==> src/rtl/thermal_pkg.sv <==
`timescale 1ns/1ps
// Shared definitions for the thermal shutdown supervisor: register
// addresses and the scan sequencer state type.
// Assumes byte addressing with 32-bit aligned registers.
package thermal_pkg;

    localparam logic [7:0] A_CTRL   = 8'h00;  // run, invert, level, channel enables
    localparam logic [7:0] A_ROUTE  = 8'h04;  // irq enables, pin enables, reset enables
    localparam logic [7:0] A_PEND   = 8'h08;  // pending (W1C) and latched shutdown
    localparam logic [7:0] A_NPER   = 8'h0C;  // normal interval
    localparam logic [7:0] A_HPER   = 8'h10;  // hot interval
    localparam logic [7:0] A_IDEB   = 8'h14;  // warning debounce count
    localparam logic [7:0] A_SDEB   = 8'h18;  // shutdown debounce count

    localparam logic [3:0] PG_DATA  = 4'h2;   // 0x20 + 4*i
    localparam logic [3:0] PG_ITHR  = 4'h3;   // 0x30 + 4*i
    localparam logic [3:0] PG_STHR  = 4'h4;   // 0x40 + 4*i

    typedef enum logic [1:0] {
        SQ_IDLE,
        SQ_GAP,
        SQ_SCAN,
        SQ_REQ
    } seq_state_t;

endpackage

==> src/rtl/thermal_regs.sv <==
`timescale 1ns/1ps
// Register file of the thermal supervisor. Holds configuration, the
// per-channel limits, the newest reading per channel and the sticky
// warning pending bits.
// Assumes 2 <= NCH <= 4 so that channel fields fit their nibble slots.
module thermal_regs
    import thermal_pkg::*;
#(
    parameter int          NCH      = 4,
    parameter int          CODE_W   = 10,
    parameter int          PER_W    = 20,
    parameter int          DEB_W    = 8,
    parameter int unsigned NORM_RST = 187500,
    parameter int unsigned HOT_RST  = 37500
) (
    input  logic                           clk,
    input  logic                           rst_n,
    input  logic                           reg_wr,
    input  logic [7:0]                     reg_addr,
    input  logic [31:0]                    reg_wdata,
    output logic [31:0]                    reg_rdata,
    input  logic                           smp_vld,
    input  logic [$clog2(NCH)-1:0]         smp_ch,
    input  logic [CODE_W-1:0]              smp_code,
    input  logic [NCH-1:0]                 irq_set,
    input  logic [NCH-1:0]                 shut_hit,
    output logic                           run,
    output logic                           invert,
    output logic                           lvl_high,
    output logic [NCH-1:0]                 ch_en,
    output logic [NCH-1:0]                 irq_en,
    output logic [NCH-1:0]                 pin_en,
    output logic [NCH-1:0]                 rst_en,
    output logic [PER_W-1:0]               per_norm,
    output logic [PER_W-1:0]               per_hot,
    output logic [DEB_W-1:0]               deb_irq,
    output logic [DEB_W-1:0]               deb_shut,
    output logic [NCH-1:0][CODE_W-1:0]     irq_thr,
    output logic [NCH-1:0][CODE_W-1:0]     shut_thr,
    output logic [NCH-1:0]                 pend
);

    localparam int CH_W = $clog2(NCH);

    logic [NCH-1:0][CODE_W-1:0] data_q;
    logic [1:0]                 slot;
    logic                       aligned;
    logic                       wr_pend;

    assign slot    = reg_addr[3:2];
    assign aligned = (reg_addr[1:0] == 2'b00);
    assign wr_pend = reg_wr && (reg_addr == A_PEND);

    // Scalar configuration registers.
    always_ff @(posedge clk) begin
        if (!rst_n) begin
            run      <= 1'b0;
            invert   <= 1'b0;
            lvl_high <= 1'b1;
            ch_en    <= '0;
            irq_en   <= '0;
            pin_en   <= '0;
            rst_en   <= '0;
            per_norm <= PER_W'(NORM_RST);
            per_hot  <= PER_W'(HOT_RST);
            deb_irq  <= DEB_W'(1);
            deb_shut <= DEB_W'(1);
        end else if (reg_wr) begin
            case (reg_addr)
                A_CTRL: begin
                    run      <= reg_wdata[0];
                    invert   <= reg_wdata[1];
                    lvl_high <= reg_wdata[2];
                    ch_en    <= reg_wdata[4 +: NCH];
                end
                A_ROUTE: begin
                    irq_en <= reg_wdata[0 +: NCH];
                    pin_en <= reg_wdata[4 +: NCH];
                    rst_en <= reg_wdata[8 +: NCH];
                end
                A_NPER:  per_norm <= reg_wdata[PER_W-1:0];
                A_HPER:  per_hot  <= reg_wdata[PER_W-1:0];
                A_IDEB:  deb_irq  <= reg_wdata[DEB_W-1:0];
                A_SDEB:  deb_shut <= reg_wdata[DEB_W-1:0];
                default: ;
            endcase
        end
    end

    for (genvar i = 0; i < NCH; i++) begin : g_ch
        logic hit_slot;
        assign hit_slot = reg_wr && aligned && (slot == 2'(i));

        // Per-channel limits, reset to the top code so nothing crosses.
        always_ff @(posedge clk) begin
            if (!rst_n) begin
                irq_thr[i]  <= '1;
                shut_thr[i] <= '1;
            end else begin
                if (hit_slot && reg_addr[7:4] == PG_ITHR) irq_thr[i]  <= reg_wdata[CODE_W-1:0];
                if (hit_slot && reg_addr[7:4] == PG_STHR) shut_thr[i] <= reg_wdata[CODE_W-1:0];
            end
        end

        // Newest raw reading of this channel.
        always_ff @(posedge clk) begin
            if (!rst_n) begin
                data_q[i] <= '0;
            end else if (smp_vld && smp_ch == CH_W'(i)) begin
                data_q[i] <= smp_code;
            end
        end

        // Sticky pending bit; a fresh event beats a simultaneous clear.
        always_ff @(posedge clk) begin
            if (!rst_n) begin
                pend[i] <= 1'b0;
            end else begin
                pend[i] <= irq_set[i] | (pend[i] & ~(wr_pend & reg_wdata[i]));
            end
        end
    end

    // Combinational read multiplexer.
    always_comb begin
        reg_rdata = '0;
        case (reg_addr)
            A_CTRL: begin
                reg_rdata[0]       = run;
                reg_rdata[1]       = invert;
                reg_rdata[2]       = lvl_high;
                reg_rdata[4 +: NCH] = ch_en;
            end
            A_ROUTE: begin
                reg_rdata[0 +: NCH] = irq_en;
                reg_rdata[4 +: NCH] = pin_en;
                reg_rdata[8 +: NCH] = rst_en;
            end
            A_PEND: begin
                reg_rdata[0 +: NCH] = pend;
                reg_rdata[4 +: NCH] = shut_hit;
            end
            A_NPER: reg_rdata[PER_W-1:0] = per_norm;
            A_HPER: reg_rdata[PER_W-1:0] = per_hot;
            A_IDEB: reg_rdata[DEB_W-1:0] = deb_irq;
            A_SDEB: reg_rdata[DEB_W-1:0] = deb_shut;
            default: begin
                if (aligned && int'(slot) < NCH) begin
                    case (reg_addr[7:4])
                        PG_DATA: reg_rdata[CODE_W-1:0] = data_q[CH_W'(slot)];
                        PG_ITHR: reg_rdata[CODE_W-1:0] = irq_thr[CH_W'(slot)];
                        PG_STHR: reg_rdata[CODE_W-1:0] = shut_thr[CH_W'(slot)];
                        default: ;
                    endcase
                end
            end
        endcase
    end

    // a clearing write with no concurrent event leaves the bit low.
    p_pend_clear_r6: assert property (@(posedge clk) disable iff (!rst_n)
        wr_pend |=> ((pend & $past(reg_wdata[NCH-1:0] & ~irq_set)) == '0));

    // an event always leaves its pending bit set.
    p_set_wins_r6: assert property (@(posedge clk) disable iff (!rst_n)
        (|irq_set) |=> ((pend & $past(irq_set)) == $past(irq_set)));

endmodule

==> src/rtl/thermal_seq.sv <==
`timescale 1ns/1ps
// Scan sequencer: waits the interval, then walks enabled channels in
// ascending order, holding one request per channel until acknowledged.
// The next interval is the hot one if any reading of the scan crossed.
// Assumes NCH >= 2 and that the converter eventually acknowledges.
module thermal_seq
    import thermal_pkg::*;
#(
    parameter int NCH   = 4,
    parameter int PER_W = 20
) (
    input  logic                   clk,
    input  logic                   rst_n,
    input  logic                   run,
    input  logic [NCH-1:0]         ch_en,
    input  logic [PER_W-1:0]       per_norm,
    input  logic [PER_W-1:0]       per_hot,
    output logic                   adc_req,
    output logic [$clog2(NCH)-1:0] adc_chan,
    input  logic                   adc_ack,
    input  logic                   smp_hot,
    output logic                   smp_vld
);

    localparam int                CH_W = $clog2(NCH);
    localparam logic [CH_W-1:0]   LAST = CH_W'(NCH - 1);

    seq_state_t       state;
    logic [CH_W-1:0]  idx;
    logic [PER_W-1:0] timer;
    logic             hot_acc;
    logic             hot_now;

    assign adc_req  = (state == SQ_REQ);
    assign adc_chan = idx;
    assign smp_vld  = (state == SQ_REQ) && adc_ack;
    assign hot_now  = hot_acc | (smp_vld & smp_hot);

    // Scan state machine with interval countdown.
    always_ff @(posedge clk) begin
        if (!rst_n) begin
            state   <= SQ_IDLE;
            idx     <= '0;
            timer   <= '0;
            hot_acc <= 1'b0;
        end else begin
            case (state)
                SQ_IDLE: begin
                    if (run) begin
                        state   <= SQ_SCAN;
                        idx     <= '0;
                        hot_acc <= 1'b0;
                    end
                end
                SQ_GAP: begin
                    if (!run) begin
                        state <= SQ_IDLE;
                    end else if (timer == '0) begin
                        state   <= SQ_SCAN;
                        idx     <= '0;
                        hot_acc <= 1'b0;
                    end else begin
                        timer <= timer - 1'b1;
                    end
                end
                SQ_SCAN: begin
                    if (!run) begin
                        state <= SQ_IDLE;
                    end else if (ch_en[idx]) begin
                        state <= SQ_REQ;
                    end else if (idx == LAST) begin
                        state <= SQ_GAP;
                        timer <= hot_now ? per_hot : per_norm;
                    end else begin
                        idx <= idx + 1'b1;
                    end
                end
                SQ_REQ: begin
                    if (adc_ack) begin
                        hot_acc <= hot_now;
                        if (idx == LAST) begin
                            state <= SQ_GAP;
                            timer <= hot_now ? per_hot : per_norm;
                        end else begin
                            state <= SQ_SCAN;
                            idx   <= idx + 1'b1;
                        end
                    end
                end
                default: state <= SQ_IDLE;
            endcase
        end
    end

    // an unanswered request is held with the same channel.
    p_req_hold_r11: assert property (@(posedge clk) disable iff (!rst_n)
        (adc_req && !adc_ack) |=> (adc_req && $stable(adc_chan)));

    // with run clear and no request open, none is raised.
    p_quiet_r2: assert property (@(posedge clk) disable iff (!rst_n)
        (!run && !adc_req) |=> !adc_req);

endmodule

==> src/rtl/thermal_chan.sv <==
`timescale 1ns/1ps
// Per-channel evaluator: maps the code by sensor sense, compares it
// against both limits, runs the two debounce counts and latches shutdown.
// Assumes smp is a single-cycle strobe per reading of this channel.
module thermal_chan #(
    parameter int CODE_W = 10,
    parameter int DEB_W  = 8
) (
    input  logic              clk,
    input  logic              rst_n,
    input  logic              smp,
    input  logic [CODE_W-1:0] code,
    input  logic              invert,
    input  logic [CODE_W-1:0] irq_thr,
    input  logic [CODE_W-1:0] shut_thr,
    input  logic [DEB_W-1:0]  deb_irq,
    input  logic [DEB_W-1:0]  deb_shut,
    output logic              over_any,
    output logic              irq_set,
    output logic              shut_hit
);

    localparam logic [CODE_W-1:0] CODE_MAX = '1;

    logic [CODE_W-1:0] adj;
    logic              over_irq;
    logic              over_shut;
    logic [DEB_W-1:0]  cnt_irq;
    logic [DEB_W-1:0]  cnt_shut;
    logic [DEB_W-1:0]  inc_irq;
    logic [DEB_W-1:0]  inc_shut;
    logic              shut_fire;

    assign adj       = invert ? (CODE_MAX - code) : code;
    assign over_irq  = adj > irq_thr;
    assign over_shut = adj > shut_thr;
    assign over_any  = over_irq | over_shut;
    assign inc_irq   = (cnt_irq  == '1) ? cnt_irq  : cnt_irq  + 1'b1;
    assign inc_shut  = (cnt_shut == '1) ? cnt_shut : cnt_shut + 1'b1;
    assign irq_set   = smp && over_irq  && (inc_irq  >= deb_irq);
    assign shut_fire = smp && over_shut && (inc_shut >= deb_shut);

    // Consecutive-crossing counters, restarted by any quiet reading.
    always_ff @(posedge clk) begin
        if (!rst_n) begin
            cnt_irq  <= '0;
            cnt_shut <= '0;
        end else if (smp) begin
            cnt_irq  <= over_irq  ? inc_irq  : '0;
            cnt_shut <= over_shut ? inc_shut : '0;
        end
    end

    // Shutdown latch, released only by reset.
    always_ff @(posedge clk) begin
        if (!rst_n) begin
            shut_hit <= 1'b0;
        end else if (shut_fire) begin
            shut_hit <= 1'b1;
        end
    end

    // latched shutdown never releases.
    p_shut_sticky_r7: assert property (@(posedge clk) disable iff (!rst_n)
        shut_hit |=> shut_hit);

    // a quiet reading restarts the warning run.
    p_cnt_restart_r5: assert property (@(posedge clk) disable iff (!rst_n)
        (smp && !over_irq) |=> (cnt_irq == '0));

endmodule

==> src/rtl/thermal_guard.sv <==
`timescale 1ns/1ps
// Top of the thermal shutdown supervisor: register file, scan sequencer
// and one evaluator per channel; drives irq and both shutdown lines.
// Assumes 2 <= NCH <= 4 and a converter obeying request/acknowledge.
module thermal_guard
    import thermal_pkg::*;
#(
    parameter int          NCH      = 4,
    parameter int          CODE_W   = 10,
    parameter int          PER_W    = 20,
    parameter int          DEB_W    = 8,
    parameter int unsigned NORM_RST = 187500,
    parameter int unsigned HOT_RST  = 37500
) (
    input  logic                   clk,
    input  logic                   rst_n,
    input  logic                   reg_wr,
    input  logic [7:0]             reg_addr,
    input  logic [31:0]            reg_wdata,
    output logic [31:0]            reg_rdata,
    output logic                   adc_req,
    output logic [$clog2(NCH)-1:0] adc_chan,
    input  logic                   adc_ack,
    input  logic [CODE_W-1:0]      adc_code,
    output logic                   irq,
    output logic                   shut_rst,
    output logic                   shut_pin
);

    localparam int CH_W = $clog2(NCH);

    logic                       run, invert, lvl_high;
    logic [NCH-1:0]             ch_en, irq_en, pin_en, rst_en, pend;
    logic [PER_W-1:0]           per_norm, per_hot;
    logic [DEB_W-1:0]           deb_irq, deb_shut;
    logic [NCH-1:0][CODE_W-1:0] irq_thr, shut_thr;
    logic [NCH-1:0]             irq_set, shut_hit, over_any;
    logic                       smp_vld, smp_hot;
    logic                       act_rst, act_pin;

    thermal_regs #(
        .NCH(NCH), .CODE_W(CODE_W), .PER_W(PER_W), .DEB_W(DEB_W),
        .NORM_RST(NORM_RST), .HOT_RST(HOT_RST)
    ) u_regs (
        .clk(clk), .rst_n(rst_n),
        .reg_wr(reg_wr), .reg_addr(reg_addr), .reg_wdata(reg_wdata), .reg_rdata(reg_rdata),
        .smp_vld(smp_vld), .smp_ch(adc_chan), .smp_code(adc_code),
        .irq_set(irq_set), .shut_hit(shut_hit),
        .run(run), .invert(invert), .lvl_high(lvl_high), .ch_en(ch_en),
        .irq_en(irq_en), .pin_en(pin_en), .rst_en(rst_en),
        .per_norm(per_norm), .per_hot(per_hot),
        .deb_irq(deb_irq), .deb_shut(deb_shut),
        .irq_thr(irq_thr), .shut_thr(shut_thr), .pend(pend)
    );

    thermal_seq #(.NCH(NCH), .PER_W(PER_W)) u_seq (
        .clk(clk), .rst_n(rst_n), .run(run), .ch_en(ch_en),
        .per_norm(per_norm), .per_hot(per_hot),
        .adc_req(adc_req), .adc_chan(adc_chan), .adc_ack(adc_ack),
        .smp_hot(smp_hot), .smp_vld(smp_vld)
    );

    for (genvar i = 0; i < NCH; i++) begin : g_eval
        thermal_chan #(.CODE_W(CODE_W), .DEB_W(DEB_W)) u_chan (
            .clk(clk), .rst_n(rst_n),
            .smp(smp_vld && adc_chan == CH_W'(i)),
            .code(adc_code), .invert(invert),
            .irq_thr(irq_thr[i]), .shut_thr(shut_thr[i]),
            .deb_irq(deb_irq), .deb_shut(deb_shut),
            .over_any(over_any[i]), .irq_set(irq_set[i]), .shut_hit(shut_hit[i])
        );
    end

    // Crossing flag of the channel currently being read.
    assign smp_hot = over_any[adc_chan];

    // Output routing and active level.
    assign act_rst  = |(shut_hit & rst_en);
    assign act_pin  = |(shut_hit & pin_en);
    assign shut_rst = lvl_high ? act_rst : ~act_rst;
    assign shut_pin = lvl_high ? act_pin : ~act_pin;
    assign irq      = |(pend & irq_en);

    // an active reset-path shutdown shows the programmed level.
    p_level_rst_r9: assert property (@(posedge clk) disable iff (!rst_n)
        (|(shut_hit & rst_en)) |-> (shut_rst == lvl_high));

    // with nothing latched both lines sit at the inactive level.
    p_idle_lines_r8: assert property (@(posedge clk) disable iff (!rst_n)
        (shut_hit == '0) |-> (shut_rst == !lvl_high && shut_pin == !lvl_high));

endmodule

==> config.mk <==
export PLATFORM = sky130hd
export DESIGN_NAME = thermal_guard
export DESIGN_NICKNAME = d
export VERILOG_FILES = /design/src/rtl/thermal_pkg.sv /design/src/rtl/thermal_regs.sv /design/src/rtl/thermal_seq.sv /design/src/rtl/thermal_chan.sv /design/src/rtl/thermal_guard.sv
export SDC_FILE = /design/constraint.sdc
export NUM_CORES = 1
export LEC_CHECK = 0
export BUFFER_PORTS_ARGS = -buffer_cell sky130_fd_sc_hd__buf_4
export CAP_MARGIN = 20
export CORE_UTILIZATION = 35
export DETAILED_ROUTE_END_ITERATION = 10
export SYNTH_ARGS = -nofsm -noshare
export SYNTH_HDL_FRONTEND = slang
export SYNTH_SLANG_ARGS = --single-unit
==> constraint.sdc <==
create_clock -name clk -period 3.35 [get_ports clk]
set_input_delay 0.67 -clock clk [delete_from_list [all_inputs] [get_ports clk]]
set_output_delay 0.67 -clock clk [all_outputs]
set_load 0.01 [all_outputs]
# [Yosys cells after proc, flatten, opt, wreduce, memory -nomap -nowiden]
# Index checks and enable logic that the tools add are counted.
[totals] reg_bits=292 input_bits=54 output_inout_bits=38 wordCells=258
[classes] addsub=11 order_cmp=18 eq_ne=35 mux=67 n_bitwise=27 n_reduce_logical=57
[op_table] operator="$mux W20" count=7
[op_table] operator="$mux W8" count=16
[op_table] operator="$gt A10 B10 Y1" count=8
[op_table] operator="$add A8 B1 Y8 const B" count=8
[op_table] operator="$eq A8 B8 Y1 const B" count=8
[op_table] operator="$ge A8 B8 Y1" count=8
[op_table] operator="$bmux W10 S2" count=3
[op_table] operator="$pmux W20 S3" count=1
[op_table] operator="$mux W10" count=5
[op_table] operator="$logic_and A1 B1 Y1" count=35
[op_table] operator="$mux W2" count=15
[op_table] operator="$pmux W10 S3" count=1
[op_table] operator="$pmux W4 S7" count=1
[op_table] operator="$eq A8 B5 Y1 const B" count=3
[op_table] operator="$pmux W2 S4" count=3
[op_table] operator="$pmux W3 S7" count=1
[op_table] operator="$logic_not A20 Y1" count=1
[op_table] operator="$sub A20 B1 Y20 const B" count=1
[op_table] operator="$eq A8 B4 Y1 const B" count=2
[op_table] operator="$pmux W8 S2" count=1
[op_table] operator="$reduce_or A4 Y1" count=4
[op_table] operator="$and A4 B4 Y4" count=3
[op_table] operator="$eq A2 B2 Y1 const B" count=6
[op_table] operator="$reduce_and A2 Y1" count=6
[op_table] operator="other kinds (25)" count=68

# [Depth between registers and ports, before layout]
[logic_depth] word_depth=13 mapped_depth=15

# [By module]
# A second synthesis with hierarchy kept.
[unflattened] cells_unflattened=2349 hier_area_um2=19149.6
[modules_own_cells] module="thermal_regs" instances=1 cells_per_inst=1070 area_per_inst_um2=9078.7
[modules_own_cells] module="thermal_chan (g_eval[1].u_chan ...)" instances=2 cells_per_inst=253 area_per_inst_um2=1995.7
[modules_own_cells] module="thermal_chan (g_eval[0].u_chan ...)" instances=2 cells_per_inst=258 area_per_inst_um2=1975.6
[modules_own_cells] module="thermal_seq" instances=1 cells_per_inst=242 area_per_inst_um2=1991.9
[modules_own_cells] module="thermal_guard" instances=1 cells_per_inst=15 area_per_inst_um2=136.4

# [Worst setup path after synthesis]
# No wires, ideal clock.
[synth_path] kind="flip-flop to flip-flop" start="register u_regs.invert" end="register u_seq.timer[0]" setup_ps=132 t_arrival_ps=3445 path_slack_ps=-227 stages_incl_launch_ff=13 n_path_buf=3 period_less_slack_ps=3577 path_cell_list="dfxtp_1 buf_1 xor2_1 ha_1 a211oi_1 nor2_1 o41ai_2 and4_1 o31ai_4 buf_4 buf_6 o2111ai_1 a21oi_1"
[synth_via] elab_chain_len=12
[synth_lines] item="start: declaration" line_no="thermal_regs.sv:28" rtl="output logic invert,"
[synth_lines] item="start signal: assignment" line_no="thermal_regs.sv:72" rtl="invert <= reg_wdata[1];"
[synth_lines] item="$mux W10 *" line_no="thermal_chan.sv:34" rtl="assign adj = invert ? (CODE_MAX - code) : code;"
[synth_lines] item="$gt A10 B10 Y1, on equally long branches" line_no="thermal_chan.sv:35, thermal_chan.sv:36"
[synth_lines] item="$or A1 B1 Y1" line_no="thermal_chan.sv:37" rtl="assign over_any = over_irq | over_shut;"
[synth_lines] item="$bmux W1 S2 *" line_no="thermal_guard.sv:75" rtl="assign smp_hot = over_any[adc_chan];"
[synth_lines] item="$mux W1 (implied by the code) *" line_no="thermal_guard.sv:75"
[synth_lines] item="$and A1 B1 Y1 *" line_no="thermal_seq.sv:37" rtl="assign hot_now = hot_acc | (smp_vld & smp_hot);"
[synth_lines] item="$or A1 B1 Y1 *" line_no="thermal_seq.sv:37"
[synth_lines] item="$mux W20 *" line_no="thermal_seq.sv:73, thermal_seq.sv:83"
[synth_lines] item="$mux W20 *" line_no="thermal_seq.sv:71, thermal_seq.sv:81"
[synth_lines] item="$mux W20" line_no="thermal_seq.sv:69" rtl="end else if (ch_en[idx]) begin"
[synth_lines] item="$mux W20" line_no="thermal_seq.sv:67" rtl="if (!run) begin"
[synth_lines] item="$pmux W20 S3 *" line_no="thermal_seq.sv:47" rtl="case (state)"
[synth_lines] item="end signal: assignment" line_no="thermal_seq.sv:63" rtl="timer <= timer - 1'b1;"
[synth_lines] item="end signal: assignment" line_no="thermal_seq.sv:73" rtl="timer <= hot_now ? per_hot : per_norm;"
[synth_lines] item="end signal: assignment" line_no="thermal_seq.sv:83" rtl="timer <= hot_now ? per_hot : per_norm;"
[synth_lines] item="end: declaration" line_no="thermal_seq.sv:30" rtl="logic [PER_W-1:0] timer;"
# Every way passes the cells marked *; elsewhere a longest branch is shown, timed or not. The select of a mux whose other input is x is not followed.
# A chain may end at the register's enable or synchronous reset.

# [Worst setup path in the final report]
[layout_path] start="register u_regs.invert" end="register u_seq.timer[3]"
# Same word-level chain as after synthesis.

==> metrics.md <==
| Metric | Value |
|---|---|
| Outcome | finished, violations left |
| Failing checks | setup timing |
| Global-route wire length before repair | 88.4 mm |
| Crit path DAT | 3.92 ns |
| CTS H-tree depth | 2 |
| Nets | 2,489 |
| Detailed router's first-iteration violation count | 1,518 |
| Synth top cells by count | nand2_1 (368), dfxtp_1 (292), a21oi_1 (198), nor2_1 (188), ha_1 (157) |
| Crit Path Category | reg -> reg |
| Post-Synthesis Cell Area | 0.0174 mm² |
| Pin count of the biggest net entering global routing | 83 |
| Worst hold margin | 0.318 ns |
| Clk Latency, worst-skew pair | 0.57 ns |
| DR WL met3 | 3.81 mm |
| Post-synthesis mux area share | 6.90% |
| Final Hold Viols | 0 |
| Vias | 16,400 |
| CORE AREA | 0.0491 mm² |
| Primary FF master, synth | dfxtp_1 |
| Routed Antenna Nets | 0 |
| RSZ-0062 raised after global routing | true |
| Drt drc | 0 |
| Post-Place Cell Area | 0.0194 mm² |
| Slowest CP cell | dfxtp_4 |
| Grt ovf | 0 |
| Max layer used | met4 |
| Crit share post-route | 103% |
| Share of the synthesized area in the top cell type | 33.5% |
| Port Buf Inserts | 67 |
| Clock buffer count from CTS | 37 |
| Post-route design area | 0.0211 mm² |
| Max Root-Sink Buffers | 3 |
| Die Y | 225 µm |
| Critical Path Source Type | register |
| WL final | 57.6 mm |
| Initial Util | 35.5% |
| Seq/Total Area, Yosys | 33.5% |
| Slew Limit Fails | 0 |
| CP max stage delay | 0.35 ns |
| First drt pass iteration count | 7 |
| XOR/XNOR Fraction of Synth Area | 2.41% |
| Final Wtd Congestion | 0.903 |
| Vias in the first global route | 15,600 |
| Largest family of logic cells by synthesized area | simple AND/OR/NAND/NOR gates |
| FFs w/ async S/R, synth | 0% |
| CTS root buf | clkbuf_16 |
| Die width | 225 µm |
| Setup Skew | 0.0194 ns |
| Post-detail-place hpwl | 42.1 mm |
| Max FO, Critical Path | 8 |
| CTS tree | done |
| Crit end category | register |
| Fin worst setup slack | -0.0965 ns |
| Worst Hold Class | in -> reg |
| Post-synthesis adder-cell area fraction | 11.3% |
| Leading post-synthesis cells by cell area | dfxtp_1 (34%), ha_1 (11%), nand2_1 (7.9%) |
| Synth Warn # | 0 |
| Synth Area per Inst | 8.08 µm² |
| Wl on met1 | 25.5 mm |
| CTS Hold Bufs | 0 |
| Post-DR wirelength/cell | 19.4 µm |
| Pwr Density | 387 mW/mm² |
| Clock slew at reported path FFs | 0.06 ns |
| F_max | 0.290 GHz |
| Simple-Gate Fraction of Synth Area | 20.1% |
| Post-synth top area cell | dfxtp_1 |
| Vias per cell | 5.51 |
| Pleak | 0.00867 µW |
| Sink Count | 292 |
| Number of max-cap violations | 0 |
| DR WL met2 | 26.3 mm |
| Die Area | 0.0507 mm² |
| Slew @ Worst Pin | 0.899 ns |
| CP Cell Sequence | buf_12, buf_12, xor2_4, buf_4, ha_1, nand3_1, buf_4, or2_0, a31oi_1, o21ai_2, and4_4, o31ai_4, buf_6, buf_16, mux2i_4, a211oi_2, a31o_2 |
| # setup viols final | 7 |
| Initial antenna violation count | 3 |
| CP top delay family | buffers and inverters |
| Overall Global Routing Usage | 22.6% |
| Worst EP required | 3.82 ns |
| Post-synth cell types | 72 |
| Cells after synthesis | 2,157 |
| Top-count cell post-synth | nand2_1 |
| Clock period minus worst slack | 3.45 ns |
| I/O pin total | 92 |
| #FFs+latches synth | 292 |
| Layout area overhead | 21.2% |
| Post-synth EDFFs | 0 |
| Layout cells sized above 1 | 15.7% |
| Fin util | 43.1% |
| CP bufs+invs | 6 |
| Power, Total | 8170 µW |
| Worst IR drop on VDD | 0.301 mV |
| Setup TNS Final | -0.286 ns |
| Synth Area in Compound Gates | 19.9% |
| Slew headroom | 40.1% |
| Rows | 81 |
==> worst paths after layout <==
check,start,end,slack [ns],depth (start not counted)
worst min register to register,u_regs.data_q[32]$_SDFFE_PN0P_,u_regs.data_q[32]$_SDFFE_PN0P_,0.45,2
worst max-delay path,u_regs.invert$_SDFFE_PN0P_,u_seq.timer[3]$_SDFFE_PN0P_,-0.1,17
worst min-delay path,reg_wdata[17],u_regs.per_norm[17]$_SDFFE_PN1P_,0.32,3
worst max register to register,u_regs.invert$_SDFFE_PN0P_,u_seq.timer[3]$_SDFFE_PN0P_,-0.1,17
==> cells in the final DEF, fill, tap and decap left out, drive strengths merged, types with 8 or more instances in the layout <==
cell type / instances
inv: 129
nand3: 70
nand2b: 20
a31oi: 8
a2bb2oi: 10
and3: 15
mux2: 11
nor3b: 8
dfxtp: 292
a222oi: 13
a22oi: 27
clkbuf: 53
o21a: 8
a21oi: 199
mux4: 31
xnor2: 28
or2: 9
conb: 12
o2111ai: 8
nor3: 32
nand2: 368
nor4: 9
mux2i: 38
nand4: 29
o211ai: 81
o21ai: 62
xor2: 20
a22o: 19
nand3b: 12
buf: 202
nor2b: 15
a211oi: 12
nor2: 188
ha: 157
a21o: 39
==> what timing repair did <==
action,CTS,global route
gates cloned,1,0
setup endpoints to repair,31,27
gates resized for setup,29,29
hold endpoints to repair,0,0
buffers inserted,6,13
pin swaps,1,21
==> registers in the layout, indices dropped and copies added, names as in the netlist, 8 cells and up <==
| name | count |
|---|---|
| u_regs.deb_irq | 8 |
| u_seq.timer | 20 |
| u_regs.per_hot | 20 |
| u_regs.irq_thr | 40 |
| g_eval.u_chan.cnt_shut | 32 |
| u_regs.per_norm | 20 |
| u_regs.shut_thr | 40 |
| u_regs.data_q | 40 |
| u_regs.deb_shut | 8 |
| g_eval.u_chan.cnt_irq | 32 |
==> kinds of logic (layout without fill, tap and decap cells) <==
group           count (synthesis)  in the layout
simple gates                  793            793
compound gates                529            529
flops                         292            292
buf+inv                       257            392
fa+ha+maj                     157            157
mux                            80             80
xor+xnor                       48             48
other cells                     1             15
==> metal layers <==
| layer | vias to the layer above | GRT usage (%) |
|---|---|---|
| li1 | 7877 | - |
| met1 | 7840 | 29.9 |
| met2 | 551 | 36.4 |
| met3 | 100 | 4.02 |
| met4 | 0 | 8.98 |
| met5 | - | 0 |
==> worst reg2reg max path: stages, from the launching register on <==
cell and delay, ns:
dfxtp_4 0.35, buf_12 0.15, buf_12 0.13, xor2_4 0.19, buf_4 0.19, ha_1 0.30, nand3_1 0.11, buf_4 0.15
or2_0 0.21, a31oi_1 0.16, o21ai_2 0.11, and4_4 0.22, o31ai_4 0.27, buf_6 0.17, buf_16 0.12, mux2i_4 0.22
a211oi_2 0.08, a31o_2 0.22
==> area by class of cell <==
class / count / area, µm²
Fill cell: 4880 / 27900
Multi-Input combinational cell: 1619 / 11000
Sequential cell: 292 / 5850
Timing Repair Buffer: 202 / 1750
Clock buffer: 53 / 1050
Tap cell: 664 / 831
Inverter: 126 / 475
Clock inverter: 11 / 180
Antenna cell: 3 / 7.51
==> per-stage QoR <==
stage                     setup slack [ns]  std cells
after global placement              -0.631       2893
final                              -0.0965       2970
after detailed placement            -0.669       2893
after CTS                          -0.0734       2963
after floorplan                    0.00476       2168
after global routing                -0.207       2970
==> where the power goes <==
group	switching (µW)	internal, µW	leakage, µW
clock network	1650	2490	0.000598
logic	346	201	0.00572
registers	6.42	3480	0.00236
total	2000	6170	0.00867
(Power assumes the default switching activity.)
